==> src/rtl/flash_burst_pkg.sv <==
package flash_burst_pkg;
  typedef struct packed {
    logic valid;
    logic use_status;
  } rd_tag_t;

  localparam int unsigned NUM_BANKS = 2;
endpackage

==> src/rtl/burst_addr_ctrl.sv <==
module burst_addr_ctrl #(
  parameter int AW = 21
) (
  input  logic          clk,
  input  logic          rst,
  input  logic          burst_mode,
  input  logic          ce_n,
  input  logic          adv_n,
  input  logic [AW-1:0] addr,
  output logic [AW-1:0] cnt_q,
  output logic          addr_valid_q,
  output logic          burst_on_q
);
  // Counter wraps naturally at 2**AW, giving top-to-bottom wrap.
  always_ff @(posedge clk) begin
    if (rst) begin
      cnt_q        <= '0;
      addr_valid_q <= 1'b0;
      burst_on_q   <= 1'b0;
    end else if (ce_n) begin
      addr_valid_q <= 1'b0;
      burst_on_q   <= 1'b0;
    end else if (!burst_mode) begin
      cnt_q        <= addr;
      addr_valid_q <= 1'b1;
      burst_on_q   <= 1'b0;
    end else if (!adv_n) begin
      cnt_q        <= addr;
      addr_valid_q <= 1'b1;
      burst_on_q   <= 1'b1;
    end else if (burst_on_q) begin
      cnt_q        <= cnt_q + 1'b1;
      addr_valid_q <= 1'b1;
    end else begin
      addr_valid_q <= 1'b0;
    end
  end
endmodule

==> src/rtl/bank_tag_stage.sv <==
module bank_tag_stage
  import flash_burst_pkg::*;
#(
  parameter int          AW         = 21,
  parameter int unsigned BANK0_LAST = 'h7FFFF
) (
  input  logic                 clk,
  input  logic                 rst,
  input  logic                 ce_n,
  input  logic [AW-1:0]        arr_addr,
  input  logic                 addr_valid,
  input  logic [NUM_BANKS-1:0] bank_busy,
  output rd_tag_t              tag_q
);
  localparam logic [AW-1:0] LO_LAST = AW'(BANK0_LAST);

  logic bank_idx;
  assign bank_idx = (arr_addr > LO_LAST);

  always_ff @(posedge clk) begin
    if (rst) begin
      tag_q <= '0;
    end else begin
      tag_q.valid      <= addr_valid && !ce_n;
      tag_q.use_status <= bank_busy[bank_idx];
    end
  end
endmodule

==> src/rtl/burst_out_stage.sv <==
module burst_out_stage
  import flash_burst_pkg::*;
#(
  parameter int DW = 16
) (
  input  logic          clk,
  input  logic          rst,
  input  logic          ce_n,
  input  logic          oe_n,
  input  rd_tag_t       tag,
  input  logic [DW-1:0] arr_rdata,
  input  logic [DW-1:0] status_word,
  output logic [DW-1:0] dout_q,
  output logic          dvalid_q
);
  logic drive;
  assign drive = tag.valid && !ce_n && !oe_n;

  always_ff @(posedge clk) begin
    if (rst) begin
      dout_q   <= '0;
      dvalid_q <= 1'b0;
    end else begin
      dvalid_q <= drive;
      dout_q   <= drive ? (tag.use_status ? status_word : arr_rdata) : '0;
    end
  end
endmodule

==> src/rtl/flash_burst_reader.sv <==
module flash_burst_reader
  import flash_burst_pkg::*;
#(
  parameter int          AW         = 21,
  parameter int          DW         = 16,
  parameter int unsigned BANK0_LAST = 'h7FFFF
) (
  input  logic                 clk,
  input  logic                 rst,
  input  logic                 burst_mode,
  input  logic                 ce_n,
  input  logic                 adv_n,
  input  logic                 oe_n,
  input  logic [AW-1:0]        addr,
  input  logic [NUM_BANKS-1:0] bank_busy,
  input  logic [DW-1:0]        arr_rdata,
  input  logic [DW-1:0]        status_word,
  output logic [AW-1:0]        arr_addr,
  output logic [DW-1:0]        dout,
  output logic                 dvalid
);
  logic    addr_valid;
  logic    burst_on;
  rd_tag_t tag_q;
  logic    tag_valid;

  burst_addr_ctrl #(.AW(AW)) u_ctrl (
    .clk(clk), .rst(rst), .burst_mode(burst_mode), .ce_n(ce_n),
    .adv_n(adv_n), .addr(addr), .cnt_q(arr_addr),
    .addr_valid_q(addr_valid), .burst_on_q(burst_on)
  );

  bank_tag_stage #(.AW(AW), .BANK0_LAST(BANK0_LAST)) u_tag (
    .clk(clk), .rst(rst), .ce_n(ce_n), .arr_addr(arr_addr),
    .addr_valid(addr_valid), .bank_busy(bank_busy), .tag_q(tag_q)
  );

  assign tag_valid = tag_q.valid;

  burst_out_stage #(.DW(DW)) u_out (
    .clk(clk), .rst(rst), .ce_n(ce_n), .oe_n(oe_n), .tag(tag_q),
    .arr_rdata(arr_rdata), .status_word(status_word),
    .dout_q(dout), .dvalid_q(dvalid)
  );
endmodule

==> config.mk <==
export PLATFORM = sky130hd
export DESIGN_NAME = flash_burst_reader
export DESIGN_NICKNAME = d
export VERILOG_FILES = /design/src/rtl/flash_burst_pkg.sv /design/src/rtl/burst_addr_ctrl.sv /design/src/rtl/bank_tag_stage.sv /design/src/rtl/burst_out_stage.sv /design/src/rtl/flash_burst_reader.sv
export SDC_FILE = /design/constraint.sdc
export NUM_CORES = 1
export LEC_CHECK = 0
export ABC_AREA = 1
export BUFFER_PORTS_ARGS = -buffer_cell sky130_fd_sc_hd__buf_2
export CELL_PAD_IN_SITES_DETAIL_PLACEMENT = 1
export CELL_PAD_IN_SITES_GLOBAL_PLACEMENT = 2
export CORE_UTILIZATION = 26
export DETAILED_ROUTE_END_ITERATION = 12
export GPL_TIMING_DRIVEN = 0
export PLACE_DENSITY_LB_ADDON = 0.08
export SLEW_MARGIN = 10
export SYNTH_ARGS = -nofsm -noshare
export SYNTH_HDL_FRONTEND = slang
export SYNTH_SLANG_ARGS = --single-unit
==> constraint.sdc <==
create_clock -name clk -period 2.7 [get_ports clk]
set_input_delay 0.27 -clock clk [delete_from_list [all_inputs] [get_ports clk]]
set_output_delay 0.27 -clock clk [all_outputs]
set_load 0.01 [all_outputs]
# [Word-level counts from Yosys, hierarchy flattened]
# Index checks and enable logic that the tools add are counted.
[word_totals] wordCells=32 output_inout_bits=38 ff_bits=42 input_bits=61
[classes] n_mux=9 addsub=1 bitwise=3 order_cmp=2 eq_ne=1 n_reduce_logical=9
[ops] operator="$mux 21" n=3
[ops] operator="$add 21x1->21 const B" n=1
[ops] operator="$gt 21x19->1 const B" n=1
[ops] operator="$mux 16" n=1
[ops] operator="$mux 1" n=5
[ops] operator="$reduce_or 2->1" n=2
[ops] operator="$logic_and 1x1->1" n=3
[ops] operator="$ne 3x2->1 const B" n=1
[ops] operator="$not 1->1" n=3
[ops] operator="$reduce_or 3->1" n=1
[ops] operator="$logic_not 1->1" n=2
[ops] operator="$lt 1x2->1 const B" n=1
[ops] operator="$reduce_and 2->1" n=1

# [Logic depth before layout (Yosys ltp)]
# Gate-level depths: netlist of the first run.
[logic_depth] ltp_word=5 ltp_mapped=10 ltp_nobuf=10

# [Modules after synthesis]
# Synthesis of the first run repeated with hierarchy kept, for this count alone.
[hier_totals] cells_unflattened=371 area_unflattened_um2=2441.1
[by_module_without_submodules] mod="burst_addr_ctrl" cells_each=238 seq_area_each_um2=460.4 area_each_um2=1599.0 instances=1
[by_module_without_submodules] mod="burst_out_stage" cells_each=122 seq_area_each_um2=340.3 area_each_um2=765.7 instances=1
[by_module_without_submodules] mod="bank_tag_stage" cells_each=11 seq_area_each_um2=40.0 area_each_um2=76.3 instances=1

# [Worst setup path after synthesis of the first run]
# No wires, ideal clock.
[synth_timing] path_type="register -> register" start="reg u_ctrl.cnt_q[0]" end="reg u_ctrl.cnt_q[16]" path_slack_ps=1249 path_buffers=0 period_less_slack_ps=1451 stages_incl_launch_ff=11 setup_ps=113 required_time_ps=2587 arrival_ps=1338 cell_sequence="dfxtp_1 ha_1 nand2_1 nor2_4 nand2_4 nor2_8 nand2_2 a21oi_2 nand2_1 nand2_1 nor2_1"
[synth_via] elab_chain_len=4
[synth_lines] element="from (decl)" line="burst_addr_ctrl.sv:10" text="output logic [AW-1:0] cnt_q,"
[synth_lines] element="from (signal assigned)" line="burst_addr_ctrl.sv:24" text="cnt_q <= addr;"
[synth_lines] element="from (signal assigned)" line="burst_addr_ctrl.sv:28" text="cnt_q <= addr;"
[synth_lines] element="from (signal assigned)" line="burst_addr_ctrl.sv:32" text="cnt_q <= cnt_q + 1'b1;"
[synth_lines] element="$add 21x1->21" line="burst_addr_ctrl.sv:32"
[synth_lines] element="$mux 21" line="burst_addr_ctrl.sv:31" text="end else if (burst_on_q) begin"
[synth_lines] element="$mux 21" line="burst_addr_ctrl.sv:27" text="end else if (!adv_n) begin"
[synth_lines] element="$mux 21" line="burst_addr_ctrl.sv:23" text="end else if (!burst_mode) begin"
# Every way passes these cells. The select of a mux whose other input is x is not followed.
# A chain may end at the register's enable or synchronous reset.

# [Final worst setup path of the first run]
# Same ends and word-level chain as after synthesis.

==> results by group, run 1 <==
Global route
  • First-pass GRT wire length: 12300 um
  • Vias in the first global route: ~2400
  • Initial antenna violation count: 0
  • Total Routing Usage GR: ~18%
  • Final global-route overflow total: 0
  • Largest net degree at the start of global routing: 13

Place
  • DP Worst Slack: ~1.1 ns
  • HPWL Detailed: about 6000 um
  • Placed Area: about 0.0029 mm2
  • PortBufs: 98
  • Final GP Congestion: 0.764
  • Placed instance count: 535

Setup path
  • Worst Path Max Fanout: 6
  • Slowest stage cell, crit path: dfxtp_1
  • Family with the most delay on the worst path: simple AND/OR/NAND/NOR gates
  • Setup crit end kind: flop
  • Worst path max stage delay: 0.41 ns
  • Flop-to-flop setup slack: 1.09 ns
  • Worst setup SP type: flop
  • CP Class: reg2reg
  • CP Buf/Inv Count: 0
  • Crit path top cell by count: nand2_1
  • Required @ worst endpoint: around 2.9 ns
  • CP arrival: around 1.8 ns
  • Critical path cell sequence: ha_1 -> nand2_1 -> nor2_4 -> nand2_4 -> nor2_8 -> nand2_2 -> a21oi_2 -> nand2_1 -> nand2_1 -> nor2_1

Clocking
  • Clock-pin slew on the worst setup and hold paths: 0.08 ns
  • Deepest clock path buffer count: 2
  • Post-CTS setup buffers: 0
  • Worst-Skew Late Latency: ~0.3 ns
  • CTS tree: built
  • Num Clock Sinks: 42
  • TritonCTS Buffers: 5
  • CTS Hold Buffers Added: 0
  • CTS root buf: clkbuf_8
  • CTS H-tree lvls: 2
  • PostCTS Resize Cnt: 0

Route
  • Post-DR vias/cell: 4.67
  • Routed length per placed instance: 14.5 um
  • Vias post-DR: 2532
  • Met3 Routed Length: 451 um
  • Drt total wl: 7860 um
  • Antenna-violating nets left: 0
  • Metal2 WL: 3600 um
  • Starting DRC count in detailed routing: 82
  • Drt drc: 0
  • DRT Pass-1 Iters: 5
  • DR top layer: met4
  • Met1 WL: 3730 um

Floorplan
  • IO Pins: 99
  • Core Region: 0.00834 mm2
  • Die H: ~95 um
  • Die X-Extent: 95.4 um
  • # rows: 33
  • Initial Utilization: 27.2%
  • Die area: 0.00910 mm2

Timing
  • Max-slew headroom: between 40% and 50%
  • Final hold viol count: 0
  • Setup_tns: 0 ns
  • # setup viols final: 0
  • Crit path time final: between 1.5 and 2 ns
  • Worst Tran Pin Value: around 0.77 ns
  • Fin. max-slew vios: 0
  • Clk_skew: just over 0.006 ns
  • Final setup margin: 1.09 ns
  • Final Cycle Share: 59.8%
  • RSZ-0062 raised after global routing: false
  • FMAX: 619 MHz

Layout
  • Layout cell share with drive strength beyond 1: 33.0%
  • Core Util, Final: 35.6%
  • Design area: 0.00297 mm2
  • Area delta synth->final: 30.9%
  • NumNets Final: 499
  • N_diodes: 0
  • Final Non-Filler Cells: 542

Logic synthesis
  • Count of cell types in the netlist: 39
  • Async SR Flop Fraction: 0%
  • Ys Warns: 0
  • Mapped Nets: ~400
  • Sequential area share after synthesis: 37.1%
  • Synth top area cells: dfxtp_1 37%, nand2_1 17%, a21oi_1 6.2%
  • Share of Yosys cell area claimed by the top area cell type: 37.1%
  • Synth area leader: dfxtp_1
  • EDFF count, synth: 0
  • Most used DFF post-synth: dfxtp_1
  • Cell area after synthesis: approximately 0.0023 mm2
  • Seq cells post-synth: 42
  • Synth Area per Inst: 6.83 um2
  • Cells after Synth: 332

Power
  • Logic pwr share: 17.9%
  • Switching pwr: around 0.4 mW
  • Pwr dens: 446 mW/mm2
  • Clock share of power: 30.7%
  • Sequential power share: between 50% and 60%
  • Leak Pwr: around 1.4 nW
  • Sw Share: 30.8%
  • Peak VDD IR: around 200 uV
  • P_int: just over 0.9 mW

Outcome
  • Status: complete, no violations

Hold path
  • Worst min path class: in2reg

Flow run
  • Max_cap viols: 0
## power groups by stage
| stage | combinational [mW] | sequential (mW) | clock [mW] |
|---|---|---|---|
| after CTS | 0.242 | 0.681 | 0.426 |
| after global placement | 0.239 | 0.695 | 0 |
| after floorplan | 0.122 | 0.696 | 0 |
| after detailed placement | 0.240 | 0.695 | 0 |
| final | 0.237 | 0.680 | 0.406 |
| after global routing | 0.269 | 0.686 | 0.454 |
## cells in the mapped netlist (2+ instances only)
cell type  instances
inv_2              6
inv_4              2
dfxtp_1           42
o31ai_1            2
o21ai_1            4
buf_2              2
inv_1             20
a21oi_1           28
o21ai_0           16
nand3b_1           2
nor3_1             4
buf_6              2
nand4_1            3
clkinv_1           2
nand2_1          101
nor2_1            33
nor2_8             2
nand3_1           21
nor2_4             2
nand3_2            2
nor2_2             3
a21oi_2            6
clkbuf_1           6
nand2_2            6
## cell type report
type	instances	area, um2
Inverter	30	118
Clock buffer	5	68.8
Clock inverter	2	10.0
Fill cell	1125	5370
Tap cell	105	131
Sequential cell	42	841
Buffer	11	62.6
Multi-Input combinational cell	249	1250
Timing Repair Buffer	98	490
## routing by layer
metal  vias to the layer above  global-route usage (%)
met5                         -                       0
met1                      1161                    23.0
li1                       1290                       -
met2                        73                    30.7
met3                         8                    3.03
met4                         0                    4.48
## layout by cell type (no fill, tap or decap), types with 4 or more instances in the layout
cell type and n:
nor3_1 4, buf_2 100, a21oi_2 6, nand2_2 6, o21ai_0 16, dfxtp_1 42
o21ai_1 4, clkbuf_1 6, inv_1 20, nand2_1 101, nor2_1 33, inv_2 6
clkbuf_8 5, a21oi_1 28, nand3_1 21
## worst paths after layout
path                                         end                 from  cells after the start
worst max-delay path            u_ctrl.cnt_q[16]      u_ctrl.cnt_q[0]                     10
worst min-delay path              u_out.dvalid_q                 oe_n                      2
worst max register to register  u_ctrl.cnt_q[16]      u_ctrl.cnt_q[0]                     10
worst min register to register    u_tag.tag_q[1]  u_ctrl.addr_valid_q                      2
## through the flow
| stage | total power, mW | hold slack, ns |
|---|---|---|
| after global routing | 1.41 | 0.130 |
| after CTS | 1.35 | 0.141 |
| after global placement | 0.934 | 0.405 |
| after floorplan | 0.819 | 0.348 |
| final | 1.32 | 0.144 |
| after detailed placement | 0.936 | 0.411 |
## sequential cells by signal, indices dropped and copies added, names as in the netlist
| register | cells |
|---|---|
| u_tag.tag_q | 2 |
| u_ctrl.addr_valid_q | 1 |
| u_out.dvalid_q | 1 |
| u_ctrl.burst_on_q | 1 |
| u_out.dout_q | 16 |
| u_ctrl.cnt_q | 21 |
## cells by family after synthesis
group	synth area share, %
flops	37.1
xor+xnor	0.773
compound gates	15.9
fa+ha+maj	0.552
simple gates	37.7
buf+inv	7.95
Power figures use the tool's default switching activity.
==> run 2: changes to the inputs <==
--- a/config.mk
+++ b/config.mk
@@ -9,7 +9,7 @@
 export BUFFER_PORTS_ARGS = -buffer_cell sky130_fd_sc_hd__buf_2
 export CELL_PAD_IN_SITES_DETAIL_PLACEMENT = 1
 export CELL_PAD_IN_SITES_GLOBAL_PLACEMENT = 2
-export CORE_UTILIZATION = 26
+export CORE_UTILIZATION = 22
 export DETAILED_ROUTE_END_ITERATION = 12
 export GPL_TIMING_DRIVEN = 0
 export PLACE_DENSITY_LB_ADDON = 0.08
==> constraint.sdc (replaced) <==
create_clock -name clk -period 1.4 [get_ports clk]
set_input_delay 0.14 -clock clk [delete_from_list [all_inputs] [get_ports clk]]
set_output_delay 0.14 -clock clk [all_outputs]
set_load 0.01 [all_outputs]
==> results by group, run 2 (same netlist as run 1, synthesis figures left out) <==
Global route
  • Vias in the first global route: 2607 (+7.4%)
  • Largest net degree at the start of global routing: 13 (unchanged)
  • First-pass GRT wire length: 13700 um (+12%)
  • Final global-route overflow total: 0 (unchanged)
  • Initial antenna violation count: 0 (unchanged)
  • Total Routing Usage GR: 16.1% (-1.8 points)

Timing
  • Setup_tns: -0.0897 ns (-0.0897 ns)
  • # setup viols final: 2 (+2)
  • Max-slew headroom: 51.4% (+2.9 points)
  • RSZ-0062 raised after global routing: true
  • Final Cycle Share: 104% (+45 points)
  • Hold WS: 0.0254 ns (-0.118 ns)
  • Clk_skew: 0.0110 ns (+0.00482 ns)
  • FMAX: 684 MHz (+10%)
  • Final setup margin: -0.0621 ns (-1.15 ns)
  • Crit path time final: 1.46 ns (-0.153 ns)
  • Fin. max-slew vios: 0 (unchanged)
  • Final hold viol count: 0 (unchanged)
  • Worst Tran Pin Value: 0.729 ns (-0.0430 ns)

Setup path
  • Crit. Startpoint: u_ctrl.cnt_q[1]
  • Worst setup SP type: flop
  • CP arrival: 1.68 ns (-0.13 ns)
  • CP Class: reg2reg
  • Required @ worst endpoint: 1.62 ns (-1.28 ns)
  • Worst Path Max Fanout: 4 (-2)
  • R2r worst-path depth: 10 (unchanged)
  • Reg2reg start: u_ctrl.cnt_q[1]
  • Flop-to-flop setup slack: -0.06 ns (-1.15 ns)
  • Setup crit end kind: flop
  • Worst r2r dst: u_tag.tag_q[0]

Outcome
  • Violations in the final reports: setup timing
  • Status: finished with violations

Power
  • Switching pwr: 0.796 mW (+95%)
  • Clock share of power: 30.0% (-0.7 points)
  • P_int: 1.79 mW (+95%)
  • Leak Pwr: 1.55 nW (+8.1%)
  • Pwr Total: 2.59 mW (+95%)
  • Sequential power share: 51.1% (-0.3 points)
  • Pwr dens: 800 mW/mm2 (+79%)
  • Sw Share: 30.8% (about the same)
  • Peak VDD IR: 368 uV (+87%)
  • Logic pwr share: 18.9% (+1.0 points)

Floorplan
  • Die area: 0.0107 mm2 (+18%)
  • Die H: 104 um (+8.5%)
  • Core Region: 0.00986 mm2 (+18%)
  • Initial Utilization: 23.0% (-4.2 points)
  • # rows: 36 (+9.1%)
  • IO Pins: 99 (unchanged)
  • Die X-Extent: 104 um (+8.5%)

Hold path
  • Worst min path class: in2reg
  • Worst hold start: oe_n
  • Hold endpoint: u_out.dvalid_q
  • WHS Path Cells: 2 (unchanged)

Layout
  • Area delta synth->final: 42.7%
  • Top reg by flops: u_ctrl.cnt_q
  • Top Registers: u_ctrl.cnt_q x21, u_out.dout_q x16, u_tag.tag_q x2
  • N_diodes: 0 (unchanged)
  • Most common cell after layout, fill and taps aside: buf_2
  • Max reg flops: 21 (unchanged)
  • NumNets Final: 508 (+1.8%)
  • Commonest cells after routing, fill and taps aside: 99 x buf_2, 98 x nand2_1, 28 x nor2_1, 28 x a21oi_1, 28 x dfxtp_1
  • Layout cell share with drive strength beyond 1: 41.9% (+9.0 points)

Route
  • Vias post-DR: 2542 (+0.39%)
  • Drt total wl: 8360 um (+6.3%)
  • Post-DR vias/cell: 4.39 (-6.0%)
  • DRT Pass-1 Iters: 4 (-1)
  • Routed length per placed instance: 14.4 um (-0.48%)
  • Starting DRC count in detailed routing: 78 (-4.9%)
  • Drt drc: 0 (unchanged)
  • Antenna-violating nets left: 0 (unchanged)

Clocking
  • Deepest clock path buffer count: 2 (unchanged)
  • Worst-Skew Late Latency: 0.29 ns (about the same)
  • CTS root buf: clkbuf_8
  • TritonCTS Buffers: 5 (unchanged)
  • CTS tree: built
  • CTS H-tree lvls: 2 (unchanged)
  • Num Clock Sinks: 42 (unchanged)
  • Clock-pin slew on the worst setup and hold paths: 0.09 ns (about the same)
  • CTS Hold Buffers Added: 0 (unchanged)

Place
  • HPWL Detailed: 6260 um (+4.9%)
  • Final GP Congestion: 0.753 (-1.4%)
  • PortBufs: 98 (unchanged)

Flow run
  • Max_cap viols: 0 (unchanged)
==> run 2: cell types whose count changed in the layout (fill, tap and decap cells not counted), sizes merged <==
cell    change
buf         +9
inv         +1
clkinv      -1
==> run 2: cell type report <==
type	count	area [um2]
buffer	10	63.8
clock buffer	5	68.8
clock inverter	2	10.0
fill	1279	6630
inverter	30	120
multi-input combinational	249	1350
sequential	42	873
tap	133	166
timing repair buffer	108	578
==> run 2: layer usage <==
metal | routed length, um | vias up | global-route usage [%]
li1 | - | 1301 | -
met1 | 4120 | 1161 | 22.1
met2 | 3820 | 75 | 26.0
met3 | 376 | 5 | 3.08
met4 | 47 | 0 | 3.11
met5 | 0 | - | 0
==> run 2: worst max-delay path by stage <==
stage          depth (start not counted)  slack (ns)          endpoint
6_report                              10       -0.06    u_tag.tag_q[0]
5_1_grt                               10       -0.18  u_ctrl.cnt_q[16]
4_1_cts                               10       -0.07  u_ctrl.cnt_q[14]
3_5_place_dp                          10       -0.18  u_ctrl.cnt_q[18]
3_3_place_gp                          10       -0.18  u_ctrl.cnt_q[18]
2_1_floorplan                         10        0.01  u_ctrl.cnt_q[16]
==> run 2: worst max-delay path: stages, from the launching register on <==
cell	delay, ns
dfxtp_4	0.38
ha_4	0.14
nand2_4	0.06
nor2_4	0.12
nand2_4	0.10
buf_4	0.15
inv_2	0.06
nand4_1	0.13
nand2_1	0.09
nand2_1	0.06
a21oi_2	0.10
==> run 2: what timing repair did <==
| item | in CTS | in global routing |
|---|---|---|
| pin swaps | 9 | 8 |
| resized for setup | 23 | 27 |
| endpoints found under the setup margin | 26 | 29 |
| setup buffers | 3 | 7 |
==> run 2: per-stage QoR <==
stage | utilization, % | instances | cell area, um2 | worst slack [ns]
5_1_grt | 32.8 | 579 | 3230 | -0.177
3_3_place_gp | 29.7 | 563 | 2930 | -0.175
6_report | 32.8 | 579 | 3230 | -0.0621
4_1_cts | 31.3 | 573 | 3090 | -0.0706
2_1_floorplan | - | 332 | 2270 | 0.0144
3_5_place_dp | 29.7 | 563 | 2930 | -0.182
==> run 2: power by group through the flow <==
stage          Clock [mW]  Combinational [mW]  Sequential, mW
6_report            0.776               0.489            1.32
5_1_grt             0.869               0.553            1.33
4_1_cts             0.829               0.475            1.32
3_5_place_dp            0               0.465            1.34
3_3_place_gp            0               0.462            1.34
2_1_floorplan           0               0.236            1.34
==> run 3: changes to the inputs <==
--- a/config.mk
+++ b/config.mk
@@ -11,8 +11,8 @@
 export CELL_PAD_IN_SITES_GLOBAL_PLACEMENT = 2
 export CORE_UTILIZATION = 22
 export DETAILED_ROUTE_END_ITERATION = 12
-export GPL_TIMING_DRIVEN = 0
 export PLACE_DENSITY_LB_ADDON = 0.08
+export SKIP_LAST_GASP = 1
 export SLEW_MARGIN = 10
 export SYNTH_ARGS = -nofsm -noshare
 export SYNTH_HDL_FRONTEND = slang
==> results by group, run 3 (same netlist as run 1, synthesis figures left out) <==
Clocking
  • CTS tree: built
  • TritonCTS Buffers: 5 (unchanged)
  • CTS root buf: clkbuf_8
  • Worst-Skew Late Latency: 0.30 ns (about the same)
  • Num Clock Sinks: 42 (unchanged)
  • CTS H-tree lvls: 2 (unchanged)
  • Deepest clock path buffer count: 2 (unchanged)
  • CTS Hold Buffers Added: 0 (unchanged)
  • Clock-pin slew on the worst setup and hold paths: 0.09 ns (about the same)

Route
  • Starting DRC count in detailed routing: 71 (-9.0%)
  • Post-DR vias/cell: 4.29 (-2.3%)
  • Drt total wl: 8240 um (-1.4%)
  • Routed length per placed instance: 13.8 um (-4.3%)
  • DRT Pass-1 Iters: 4 (unchanged)
  • Antenna-violating nets left: 0 (unchanged)
  • Vias post-DR: 2560 (+0.71%)
  • Drt drc: 0 (unchanged)

Place
  • DP Worst Slack: -0.0605 ns (+0.122 ns)
  • Final GP Congestion: 0.741 (-1.6%)
  • Placed instance count: 586 (+4.1%)
  • PortBufs: 98 (unchanged)
  • HPWL Detailed: 6400 um (+2.3%)
  • Placed Area: 0.00312 mm2 (+6.6%)

Layout
  • Max reg flops: 21 (unchanged)
  • Fill count: 1265 (-1.1%)
  • NumNets Final: 525 (+3.3%)
  • Design area: 0.00334 mm2 (+3.2%)
  • Commonest cells after routing, fill and taps aside: 98 x nand2_1, 98 x buf_2, 37 x buf_4
  • Area delta synth->final: 47.3%
  • Top reg by flops: u_ctrl.cnt_q
  • Layout cell share with drive strength beyond 1: 43.1% (+1.2 points)
  • Final Non-Filler Cells: 597 (+3.1%)
  • N_diodes: 0 (unchanged)
  • Top Registers: u_ctrl.cnt_q x21, u_out.dout_q x16, u_tag.tag_q x2
  • Core Util, Final: 33.9% (+1.1 points)

Setup path
  • Worst setup SP type: flop
  • Flop-to-flop setup slack: -0.07 ns (about the same)
  • Setup crit end kind: flop
  • Reg2reg start: u_ctrl.cnt_q[1]
  • Worst Path Max Fanout: 3 (-1)
  • Crit. Startpoint: u_ctrl.cnt_q[1]
  • CP Class: reg2reg
  • Required @ worst endpoint: 1.64 ns (+0.02 ns)
  • CP arrival: 1.71 ns (+0.03 ns)

Floorplan
  • # rows: 36 (unchanged)
  • IO Pins: 99 (unchanged)
  • Die H: 104 um (unchanged)
  • Die X-Extent: 104 um (unchanged)
  • Core Region: 0.00986 mm2 (unchanged)
  • Die area: 0.0107 mm2 (unchanged)
  • Initial Utilization: 23.0% (unchanged)

Power
  • Switching pwr: 0.815 mW (+2.4%)
  • Leak Pwr: 1.65 nW (+6.9%)
  • Pwr dens: 795 mW/mm2 (-0.66%)
  • P_int: 1.84 mW (+2.7%)
  • Sequential power share: 49.0% (-2.1 points)
  • Peak VDD IR: 369 uV (+0.39%)
  • Pwr Total: 2.65 mW (+2.6%)
  • Logic pwr share: 20.4% (+1.5 points)
  • Clock share of power: 30.6% (+0.6 points)
  • Sw Share: 30.7% (-0.057 points)

Hold path
  • Worst hold start: oe_n
  • Worst min path class: in2reg

Timing
  • Crit path time final: 1.47 ns (+0.00550 ns)
  • Clk_skew: 0.0126 ns (+0.00159 ns)
  • Hold WS: 0.0153 ns (-0.0100 ns)
  • RSZ-0062 raised after global routing: true
  • Fin. max-slew vios: 0 (unchanged)
  • Setup_tns: -0.120 ns (-0.0306 ns)
  • FMAX: 681 MHz (-0.37%)
  • Final setup margin: -0.0675 ns (-0.00550 ns)
  • Worst Tran Pin Value: 0.492 ns (-0.237 ns)
  • # setup viols final: 3 (+1)
  • Final hold viol count: 0 (unchanged)
  • Max-slew headroom: 67.2% (+16 points)
  • Final Cycle Share: 105% (+0.39 points)

Global route
  • Final global-route overflow total: 0 (unchanged)
  • First-pass GRT wire length: 13300 um (-3.3%)
  • Total Routing Usage GR: 15.4% (-0.63 points)
  • Initial antenna violation count: 0 (unchanged)
  • Largest net degree at the start of global routing: 20 (+7)
  • Vias in the first global route: 2601 (-0.23%)

Outcome
  • Violations in the final reports: setup timing
  • Status: finished with violations

Flow run
  • Max_cap viols: 0 (unchanged)
==> run 3: path summary, 6_finish.rpt <==
check	end	depth (start not counted)
min	u_out.dvalid_q	2
max reg2reg	u_tag.tag_q[0]	10
max	u_tag.tag_q[0]	10
min reg2reg	u_tag.tag_q[1]	2
==> run 3: layout make-up <==
| type | instances | area, um2 | area share [%] |
|---|---|---|---|
| clock buffer | 5 | 68.8 | 2.06 |
| clock inverter | 3 | 18.8 | 0.562 |
| inverter | 30 | 123 | 3.67 |
| multi-input combinational | 249 | 1330 | 39.8 |
| sequential | 42 | 867 | 26.0 |
| tap | 133 | 166 | 4.98 |
| timing repair buffer | 135 | 768 | 23.0 |
==> run 3: timing repair <==
item / 4_1_cts / 5_1_grt
resized for setup: 4 / 34
hold endpoints to repair: 0 / 0
setup buffers: 0 / 3
pin swaps: 1 / 17
endpoints found under the setup margin: 6 / 17
==> run 3: metal layers <==
layer / track usage (%) / share of wire, % / wire [um]
met5: 0 / 0 / 0
met4: 2.80 / 0.41 / 34
met3: 3.02 / 4.5 / 374
met2: 26.2 / 46 / 3810
met1: 20.4 / 49 / 4030
==> run 3: power groups by stage <==
stage	logic, mW	registers (mW)	clock network [mW]
2_1_floorplan	0.236	1.34	0
3_3_place_gp	0.535	1.32	0
3_5_place_dp	0.540	1.32	0
4_1_cts	0.544	1.30	0.868
5_1_grt	0.609	1.31	0.920
6_report	0.541	1.30	0.813
==> run 3: critical path, cell delays in order (launching register included) <==
cell and delay (ns):
dfxtp_4 0.38, ha_4 0.14, nand2_4 0.06, nor2_4 0.14
nand2_4 0.09, buf_4 0.15, inv_4 0.04, nand4_1 0.14
nand2_1 0.10, nand2_1 0.06, a21oi_2 0.10
